===== src/rtl/cfg_readback_pkg.sv =====
package cfg_readback_pkg;
  typedef enum logic [1:0] {
    SER_IDLE = 2'd0,
    SER_WAIT = 2'd1,
    SER_SEND = 2'd2
  } ser_state_t;

  localparam logic [1:0] PERM_NONE = 2'b00;
  localparam logic [1:0] PERM_ONCE = 2'b01;
endpackage


===== src/rtl/rb_req_detect.sv =====
module rb_req_detect #(
  parameter int MIN_HIGH = 2
) (
  input  logic clk,
  input  logic rst,
  input  logic rd_req_n,
  output logic fall_ok
);
  localparam int CW = $clog2(MIN_HIGH + 1);

  logic [CW-1:0] hi_cnt_q;

  always_ff @(posedge clk) begin
    if (rst) begin
      hi_cnt_q <= '0;
    end else if (!rd_req_n) begin
      hi_cnt_q <= '0;
    end else if (hi_cnt_q != CW'(MIN_HIGH)) begin
      hi_cnt_q <= hi_cnt_q + 1'b1;
    end
  end

  assign fall_ok = !rd_req_n && (hi_cnt_q == CW'(MIN_HIGH));
endmodule


===== src/rtl/rb_permit.sv =====
module rb_permit
  import cfg_readback_pkg::*;
(
  input  logic       clk,
  input  logic       rst,
  input  logic [1:0] perm_mode,
  input  logic       req_ok,
  input  logic       port_en,
  input  logic       first_start,
  output logic       go,
  output logic       used_q
);
  logic allowed;

  always_ff @(posedge clk) begin
    if (rst) used_q <= 1'b0;
    else if (first_start) used_q <= 1'b1;
  end

  always_comb begin
    if (perm_mode[1]) allowed = 1'b1;
    else if (perm_mode == PERM_ONCE) allowed = !used_q;
    else allowed = 1'b0;
  end

  assign go = req_ok && !port_en && allowed;
endmodule


===== src/rtl/rb_serializer.sv =====
module rb_serializer
  import cfg_readback_pkg::*;
#(
  parameter int FRAME_BITS = 8,
  parameter int STATE_BITS = 4,
  parameter bit STATE_EN   = 1'b1,
  parameter int NUM_FRAMES = 4,
  parameter int LATENCY    = 4,
  parameter int AW         = 2
) (
  input  logic                  clk,
  input  logic                  rst,
  input  logic                  go,
  input  logic                  stop,
  input  logic [STATE_BITS-1:0] state_in,
  input  logic [FRAME_BITS-1:0] mem_rd_data,
  output logic                  mem_rd_en,
  output logic [AW-1:0]         mem_addr,
  output logic                  first_start,
  output logic                  busy,
  output logic                  sd_out
);
  localparam int SH_W   = FRAME_BITS + (STATE_EN ? STATE_BITS : 0);
  localparam int FL     = SH_W + 4;
  localparam int PW     = $clog2(FL);
  localparam int LW     = $clog2(LATENCY + 1);
  localparam int LAST_F = NUM_FRAMES - 1;

  ser_state_t      st_q;
  logic [PW-1:0]   pos_q;
  logic [LW-1:0]   lat_q;
  logic [AW-1:0]   frame_q;
  logic [AW-1:0]   rd_addr_q;
  logic            rd_en_q;
  logic            sd_q;
  logic            first_q;
  logic [SH_W-1:0] sh_q;
  logic [SH_W-1:0] load_w;

  generate
    if (STATE_EN) begin : g_with_state
      assign load_w = {mem_rd_data, state_in};
    end else begin : g_cfg_only
      assign load_w = mem_rd_data;
    end
  endgenerate

  always_ff @(posedge clk) begin
    if (rst) begin
      st_q      <= SER_IDLE;
      pos_q     <= '0;
      lat_q     <= '0;
      frame_q   <= '0;
      rd_addr_q <= '0;
      rd_en_q   <= 1'b0;
      sd_q      <= 1'b1;
      first_q   <= 1'b0;
      sh_q      <= '0;
    end else begin
      rd_en_q <= 1'b0;
      first_q <= 1'b0;
      if (stop) begin
        st_q <= SER_IDLE;
        sd_q <= 1'b1;
      end else begin
        case (st_q)
          SER_IDLE: begin
            sd_q <= 1'b1;
            if (go) begin
              st_q      <= SER_WAIT;
              lat_q     <= '0;
              frame_q   <= '0;
              rd_addr_q <= '0;
              rd_en_q   <= 1'b1;
            end
          end
          SER_WAIT: begin
            if (lat_q == LW'(LATENCY - 1)) begin
              st_q    <= SER_SEND;
              pos_q   <= '0;
              sd_q    <= 1'b0;
              first_q <= 1'b1;
            end else begin
              lat_q <= lat_q + 1'b1;
              sd_q  <= 1'b1;
            end
          end
          SER_SEND: begin
            pos_q <= pos_q + 1'b1;
            if (pos_q == PW'(0)) begin
              sd_q <= 1'b1;
              sh_q <= load_w;
            end else if (pos_q <= PW'(SH_W)) begin
              sd_q <= sh_q[SH_W-1];
              sh_q <= sh_q << 1;
            end else if (pos_q == PW'(FL - 2)) begin
              sd_q <= 1'b1;
              if (frame_q != AW'(LAST_F)) begin
                rd_addr_q <= frame_q + 1'b1;
                rd_en_q   <= 1'b1;
              end
            end else if (pos_q == PW'(FL - 1)) begin
              if (frame_q == AW'(LAST_F)) begin
                st_q <= SER_IDLE;
                sd_q <= 1'b1;
              end else begin
                frame_q <= frame_q + 1'b1;
                pos_q   <= '0;
                sd_q    <= 1'b0;
              end
            end else begin
              sd_q <= 1'b1;
            end
          end
          default: begin
            st_q <= SER_IDLE;
            sd_q <= 1'b1;
          end
        endcase
      end
    end
  end

  assign mem_rd_en   = rd_en_q;
  assign mem_addr    = rd_addr_q;
  assign first_start = first_q;
  assign busy        = (st_q != SER_IDLE);
  assign sd_out      = sd_q;
endmodule


===== src/rtl/cfg_readback.sv =====
module cfg_readback #(
  parameter int FRAME_BITS = 8,
  parameter int STATE_BITS = 4,
  parameter bit STATE_EN   = 1'b1,
  parameter int NUM_FRAMES = 4,
  parameter int LATENCY    = 4,
  parameter int MIN_HIGH   = 2,
  parameter int AW         = (NUM_FRAMES > 1) ? $clog2(NUM_FRAMES) : 1
) (
  input  logic                  clk,
  input  logic                  rst,
  input  logic                  rd_req_n,
  input  logic                  port_en,
  input  logic [1:0]            perm_mode,
  input  logic [STATE_BITS-1:0] state_in,
  output logic                  mem_rd_en,
  output logic [AW-1:0]         mem_addr,
  input  logic [FRAME_BITS-1:0] mem_rd_data,
  output logic                  sd_out
);
  logic fall_ok_w;
  logic go_w;
  logic used_w;
  logic first_w;
  logic busy_w;
  logic stop_w;

  assign stop_w = rd_req_n | port_en;

  rb_req_detect #(.MIN_HIGH(MIN_HIGH)) u_det (
    .clk      (clk),
    .rst      (rst),
    .rd_req_n (rd_req_n),
    .fall_ok  (fall_ok_w)
  );

  rb_permit u_perm (
    .clk         (clk),
    .rst         (rst),
    .perm_mode   (perm_mode),
    .req_ok      (fall_ok_w),
    .port_en     (port_en),
    .first_start (first_w),
    .go          (go_w),
    .used_q      (used_w)
  );

  rb_serializer #(
    .FRAME_BITS (FRAME_BITS),
    .STATE_BITS (STATE_BITS),
    .STATE_EN   (STATE_EN),
    .NUM_FRAMES (NUM_FRAMES),
    .LATENCY    (LATENCY),
    .AW         (AW)
  ) u_ser (
    .clk         (clk),
    .rst         (rst),
    .go          (go_w),
    .stop        (stop_w),
    .state_in    (state_in),
    .mem_rd_data (mem_rd_data),
    .mem_rd_en   (mem_rd_en),
    .mem_addr    (mem_addr),
    .first_start (first_w),
    .busy        (busy_w),
    .sd_out      (sd_out)
  );
endmodule


===== config.mk =====
export PLATFORM = sky130hd
export DESIGN_NAME = cfg_readback
export DESIGN_NICKNAME = d
export VERILOG_FILES = /design/src/rtl/cfg_readback_pkg.sv /design/src/rtl/rb_req_detect.sv /design/src/rtl/rb_permit.sv /design/src/rtl/rb_serializer.sv /design/src/rtl/cfg_readback.sv
export SDC_FILE = /design/constraint.sdc
export NUM_CORES = 1
export LEC_CHECK = 0
export ABC_AREA = 1
export ABC_CLOCK_PERIOD_IN_PS = 4600
export CORE_MARGIN = 5
export CORE_UTILIZATION = 45
export CTS_CLUSTER_DIAMETER = 50
export DETAILED_ROUTE_END_ITERATION = 6
export GPL_ROUTABILITY_DRIVEN = 1
export GPL_TIMING_DRIVEN = 0
export PLACE_DENSITY = 0.67
export SYNTH_ARGS = -nofsm -noshare
export SYNTH_HDL_FRONTEND = slang
export SYNTH_HIERARCHICAL = 1
export SYNTH_SLANG_ARGS = --single-unit

===== constraint.sdc =====
create_clock -name clk -period 4.6 [get_ports clk]
set_clock_uncertainty 0.05 [all_clocks]
set_input_delay 0.92 -clock clk [delete_from_list [all_inputs] [get_ports clk]]
set_output_delay 0.92 -clock clk [all_outputs]
set_load 0.005 [all_outputs]

==> results.txt, run 1 <==
- Worst hold-check path type: reg -> reg
* Part of the total power dissipated in sequential elements: 0.467
- TritonCTS clock tree: built
* CP Launch Type: input port
- In this run the register-to-register setup slack is between 2 and 3 ns.
- Total of hold buffers inserted after clock tree synthesis: 0
- Tmin final: 2.31 ns
* Placed insts: roughly 310
* Post-Syn Instances: about 240
* Number of maximum-capacitance constraint violations: 0
* Post-CTS Repair Setup Buffers: 0
- The count of final hold-check violations came to 0.
- Of the total power, the share spent switching nets is 0.198.
- IO Pins: 22
- The critical path contains buffers and inverters numbering 2 combined.
- Area growth from synthesis to layout: 22.8%
* CP max stage delay: 0.45 ns
- Insertion delay to the later sink of the worst-skew pair: 0.28 ns
* Final instance area: 2090 um2
- Most prevalent standard cell on the critical path: nand2_1
- GP Congestion: 0.817
- The pre-antenna-repair detailed-routing pass consisted of 4 iterations.
- Crit path capture type: flop
- Maximum number of pins on one net before global-route repair: 11
- Clock-pin slew was measured on the worst setup and hold paths at ~0.060 ns.
- Derived from the worst setup path, the maximum achievable clock frequency is between 0.4 and 0.5 GHz.
* Hold WS: just over 0.4 ns
- STA puts the critical path data required time at 4.72 ns.
* Setup Crit Path Kind: in -> reg
- Setup violations remaining at the end of the flow were counted as 0.
- The slowest stage of the critical path belongs to the cell clkdlybuf4s50_1.
* Area of the core: 3660 um2
- After the last flow step, the layout net total stands at 294.
- Once detailed placement completed, the half-perimeter wirelength came to 2630 um.
* Net count after synthesis: 266
* Worst slew pin tran: 0.286 ns
- In this run the tightest slew margin relative to its limit is 0.809.
- Synth Cell Area: about 1700 um2
- Of the total power, combinational logic draws 0.059.
- Placement Cell Area: between 1500 and 2000 um2
- Pleak: between 0.8 and 0.9 nW
* RSZ-0062 raised after global routing: false
* Status: complete, no violations
* Maximum VDD drop: 0.163 mV
- Antenna violation net count after detailed routing: 0
- Detailed Route WL: 3460 um
- Via count: between 1500 and 2000
- Total number of placement rows: 22
- Grouping stages by cell kind, the critical path spends the most delay in simple AND/OR/NAND/NOR gates.
- Of the cells placed in the final design, the portion with a size suffix greater than 1 is 0.102.
* First-pass GRT wire length: 6130 um
- STA puts the critical path data arrival time at 2.44 ns.
* Clock network power share: 0.473
* DRC errors left: 0
- Counting along the longest clock path gives a buffer depth of 2.
* Number of buffers inserted during clock tree synthesis: 5
- Vias in the first global route: 1420
* Clock root buffer master: clkbuf_8
- Once routing completed, OpenROAD measured the worst setup slack at 2.29 ns.
* Cell internal pwr: about 0.46 mW
* Violation count after the first detailed-routing iteration: 62
* Non-Filler Instances: 314
* Setup_tns: 0 ns
- Overall track demand over capacity in global routing: 0.151
* YS warnings: 6
* Final period utilization: 0.503
- Dpl ws: 1.97 ns
- Die Width: 71.5 um
* Synthesized area per cell: just over 7 um2
- CTS built an H-tree with a depth of 2.
- Clock sink total: 31
- The count of final max-slew check failures is 0.
- The critical path goes through clkdlybuf4s50_1 > nor2_1 > nand2_1 > a21oi_2 > inv_1 > nand2_1 > nand2_1 > nor2_2 > nand3_1 > o21ai_0 > nor2_1.
* Height of the die: 71.5 um
* Number of gates resized after CTS: 0
- Die Area: 5110 um2
- For this configuration, the core starts out at a cell density of 0.464.
- After detailed routing, the average wire length per cell comes to between 10 and 15 um.
- Summed over all layers, the global routing overflow is 0.
* Ant. Diodes: 0
- Using the TritonRoute via totals, the vias-per-cell ratio works out to 4.82.
- Total power density per cell area: 277 nW/um2
- Input/output buffers: 21
- Of all nets on the critical path, the largest fanout is 4.
* Net Switching: 0.115 mW
- Number of antenna violations at the first check in global routing: 0
==> final timing paths <==
kind	start	to	cells after the start
hold / removal	u_ser/first_start	u_perm/used_q	2
setup reg to reg	u_det/hi_cnt_q[0]	u_ser/mem_addr[0]	13
hold reg to reg	u_ser/first_start	u_perm/used_q	2
setup / recovery	rd_req_n	u_ser/mem_addr[0]	11
==> per-layer routing <==
layer,track usage,vias up,wire length [um]
met5,0,-,0
met4,0.0689,0,80
met3,0.0547,7,166
met2,0.232,24,1520
met1,0.188,676,1690
li1,-,806,-
==> flip-flops by register name, summed over array words and instances, names as in the netlist <==
register and count:
u_det/hi_cnt_q 2, u_perm/used_q 1, u_ser/first_start 1, u_ser/frame_q 2, u_ser/lat_q 3, u_ser/mem_addr 2
u_ser/mem_rd_en 1, u_ser/pos_q 4, u_ser/sd_out 1, u_ser/sh_q 12, u_ser/st_q 2
==> tightest hold or removal path, delay by kind of cell, from the launching register on <==
family,cells,cell delay (ns)
and+or+nand+nor,2,0.12
DFF,1,0.31
==> power by group through the flow <==
stage / sequential [mW] / clock [mW] / combinational, mW
after floorplan: 0.276 / 0 / 0.0153
after global placement: 0.276 / 0 / 0.0343
after detailed placement: 0.276 / 0 / 0.0346
after CTS: 0.270 / 0.283 / 0.0347
after global routing: 0.270 / 0.294 / 0.0382
final: 0.270 / 0.274 / 0.0343
==> cells in the final DEF (no fill, tap or decap) <==
cell type,n
xnor2_1,2
nor2_2,1
o21ai_1,7
nand2_4,1
a21oi_1,24
nand3_1,11
clkinv_2,1
nand4_1,3
ha_1,11
o21a_1,10
buf_8,1
dfxtp_1,31
a21oi_2,2
nand2_2,3
inv_2,3
nor3_1,2
nand3_2,1
inv_1,36
clkbuf_8,6
bufinv_16,1
nand2_1,49
o21ai_0,10
buf_6,4
buf_4,1
buf_2,2
clkdlybuf4s50_1,21
o211a_1,1
nor2_1,21
==> area by class of cell <==
class                      instances  area [um2]
tap                               48        60.1
clock inverter                     2        35.0
buffer                             8        77.6
multi-input combinational        159         856
timing repair buffer              21         210
clock buffer                       6        82.6
fill                             355        1570
inverter                          39         146
sequential                        31         621
==> stage by stage <==
step / util / total power [mW]
finish: 0.570 / 0.578
global route: 0.570 / 0.602
CTS: 0.570 / 0.587
detailed placement: 0.538 / 0.311
global placement: 0.538 / 0.310
floorplan: - / 0.291
No activity file was read; power rests on OpenSTA's default activity.
==> inputs of run 2 (changes only) <==
--- a/config.mk
+++ b/config.mk
@@ -6,7 +6,7 @@
 export NUM_CORES = 1
 export LEC_CHECK = 0
 export ABC_AREA = 1
-export ABC_CLOCK_PERIOD_IN_PS = 4600
+export ABC_CLOCK_PERIOD_IN_PS = 2400
 export CORE_MARGIN = 5
 export CORE_UTILIZATION = 45
 export CTS_CLUSTER_DIAMETER = 50
==> constraint.sdc (replaced) <==
create_clock -name clk -period 2.4 [get_ports clk]
set_clock_uncertainty 0.05 [all_clocks]
set_input_delay 0.48 -clock clk [delete_from_list [all_inputs] [get_ports clk]]
set_output_delay 0.48 -clock clk [all_outputs]
set_load 0.005 [all_outputs]
==> results of run 2 <==
The final DEF is identical to that of run 1. Status: complete, no violations.
Main changes from that run: setup slack after placement 1.97 ns -> 0.208 ns; setup slack after layout 2.29 ns -> 0.526 ns; register-to-register setup slack 2.78 ns -> 0.58 ns; total power 0.578 mW -> 1.11 mW; worst IR drop on VDD 0.163 mV -> 0.312 mV
==> inputs of run 3 (changes only) <==
--- a/config.mk
+++ b/config.mk
@@ -6,7 +6,7 @@
 export NUM_CORES = 1
 export LEC_CHECK = 0
 export ABC_AREA = 1
-export ABC_CLOCK_PERIOD_IN_PS = 2400
+export ABC_CLOCK_PERIOD_IN_PS = 1950
 export CORE_MARGIN = 5
 export CORE_UTILIZATION = 45
 export CTS_CLUSTER_DIAMETER = 50
==> constraint.sdc (replaced) <==
create_clock -name clk -period 1.95 [get_ports clk]
set_clock_uncertainty 0.05 [all_clocks]
set_input_delay 0.39 -clock clk [delete_from_list [all_inputs] [get_ports clk]]
set_output_delay 0.39 -clock clk [all_outputs]
set_load 0.005 [all_outputs]
==> results.txt, run 3 (same netlist as run 1, synthesis figures left out) <==
- Detailed Route WL: 3560 um (+2.7%)
* Slowest-stage cell, CP: dfxtp_1
- Total number of placement rows: 22 (unchanged)
- Max Slew Vio Count: 0 (unchanged)
* Setup Crit Path Kind: reg -> reg
- Number of H-tree levels: 2 (unchanged)
- Die Width: 71.5 um (unchanged)
- Max reg flops: 12 (unchanged)
- The initial antenna violation count is 0 (unchanged).
- Via count: 1521 (+0.53%)
* Overall track demand over capacity in global routing: 0.151 (unchanged)
* Maximum number of pins on one net before global-route repair: 11 (unchanged)
- The full die area came to 5110 um2 (unchanged).
- The count of nets after finishing is 294 (unchanged).
- The number of routed nets with antenna violations came to 0 (unchanged).
- Data on the critical path arrives at its endpoint at 1.88 ns.
- Register containing the most flip-flops in the final layout: u_ser/sh_q
- Most congested layer reported by global routing: met2
* Commonest cells after routing, fill and taps aside: nand2_1 (48), inv_1 (36), dfxtp_1 (31)
- The global-route met2 utilization is 0.232 (unchanged).
- TritonCTS clock tree: built
- CP delay by family, top: simple AND/OR/NAND/NOR gates
- Maximum VDD drop: 0.383 mV
- Clock tree synthesis selected as its root buffer the cell clkbuf_8.
- The count of final setup violators was 0 (unchanged).
- Worst-path maximum fanout: 4 (unchanged)
* Final HPWL from detailed placement: 2630 um (unchanged)
- Fraction of met1 tracks used by global routing: 0.188 (unchanged)
- Detailed Routing Iterations Pass 1: 4 (unchanged)
* DRC errors left: 0 (unchanged)
- The number of antenna diodes was 0 (unchanged).
- The mean number of vias per cell is 4.84 (+0.53%).
- RSZ-0062 raised after global routing: true
- Crit path capture type: flop
- Required @ worst endpoint: 2.08 ns
- The post-layout instance area came to 2120 um2 (+1.3%).
* Hold WS: 0.404 ns (+0.00000400 ns)
- Top Registers: u_ser/sh_q x12, u_ser/pos_q x4, u_ser/lat_q x3
- Most common cell after layout, fill and taps aside: nand2_1
- Final period utilization: 0.898
- Total power: 1.37 mW
* Input/output buffers: 21 (unchanged)
* CP max stage delay: 0.31 ns (-0.14 ns)
* Slew Limit Headroom: 0.805 (-0.00404)
- The measured slew at the worst slew-check pin was 0.292 ns (+0.00605 ns).
- Vias in the first global route: 1420 (unchanged)
- Number of buffers inserted during clock tree synthesis: 5 (unchanged)
- The last weighted congestion value of the routability-driven placer is 0.817 (unchanged).
* Placement Cell Area: 1970 um2 (unchanged)
- Count of endpoints failing hold in the final timing report: 0 (unchanged)
- Max Root-Sink Buffers: 2 (unchanged)
- The share of final-layout standard cells stronger than drive strength 1 came to 0.124 (+0.0226).
- The number of buffers inserted for hold repair after clock tree synthesis was 0 (unchanged).
* Tmin final: 1.75 ns
* First-pass GRT wire length: 6130 um (unchanged)
- The clock transition time at the flip-flop clock pins of the worst setup and hold paths came to 0.06 ns (about the same).
- Violation count after the first detailed-routing iteration: 50 (-19%)
- Total global routing overflow: 0 (unchanged)
- The flow ran to the end, and the final reports show no timing, DRC or antenna violations.
- Clock sink total: 31 (unchanged)
- Setup_tns: 0 ns (unchanged)
- The path class of the tightest hold or removal check is reg -> reg.
* Starting utilization of the core area: 0.464 (unchanged)
* Crit path cell chain: inv_1 > ha_2 > inv_2 > nor2_1 > nand2_1 > a21oi_2 > inv_1 > nand2_1 > nand2_2 > nor2_4 > nand3_2 > o21ai_1 > nor2_1
* Achievable frequency: approximately 0.57 GHz
* Average wire per standard cell: 11.3 um (+2.7%)
- The global routing met3 resource utilization was 0.0547 (unchanged).
* Total power density per cell area: 646 nW/um2
- Compared with the post-synthesis result, the final layout area differs by 24.4%.
- Height of the die: 71.5 um (unchanged)
- The core outline area is 3660 um2 (unchanged).
- Slack of the worst reg-to-reg path: a little under 0.2 ns
- The worst path buffer plus inverter count came to 3 (+1).
* IO Pins: 22 (unchanged)
- The number of maximum-capacitance violations came to 0 (unchanged).
* Pleak: 0.882 nW (-0.18%)
- CP Launch Type: flop
* Insertion delay to the later sink of the worst-skew pair: 0.28 ns (about the same)
## run 3: cell counts in the layout (fill, tap and decap cells not counted)
No cell type changed its count.
## run 3: layout make-up
class,instances,area (um2)
plain buffers,8,77.6
flip-flops and latches,31,621
fillers,353,1550
clock inverters,2,35.0
clock buffers,6,82.6
multi-input cells,159,883
well taps,48,60.1
repair buffers,21,210
inverters,39,146
## run 3: final timing paths
check	startpoint	to	depth (start not counted)
max	u_det/hi_cnt_q[0]	u_ser/mem_addr[0]	13
min reg2reg	u_ser/first_start	u_perm/used_q	2
min	u_ser/first_start	u_perm/used_q	2
max reg2reg	u_det/hi_cnt_q[0]	u_ser/mem_addr[0]	13
## run 3: through the flow
stage	setup WS, ns	util	instances
floorplan	0.338	-	237
CTS	0.104	0.570	314
global route	-0.0343	0.578	314
detailed placement	-0.152	0.538	306
global placement	-0.148	0.538	306
finish	0.198	0.578	314
## run 3: what timing repair did
action / in CTS / in global routing
endpoints found under the hold margin: 0 / 0
setup endpoints to repair: 0 / 6
gates resized for setup: 0 / 9
buffers inserted: 0 / 0
## run 3: power breakdown
part / total [mW] / internal [mW] / switching, mW
clock: 0.646 / 0.413 / 0.233
combinational: 0.0826 / 0.0452 / 0.0374
sequential: 0.637 / 0.636 / 0.00139
total: 1.37 / 1.09 / 0.272
## run 3: layer usage
layer  share of wire  vias to the layer above
met1            0.49                      687
met4           0.022                        0
met2            0.45                       22
met3           0.043                        7
met5               0                        -
li1                -                      805
## run 3: tightest hold or removal path: stages, from the launching register on
cell and delay, ns:
dfxtp_1 0.31, nor2_1 0.04, nor2_1 0.08
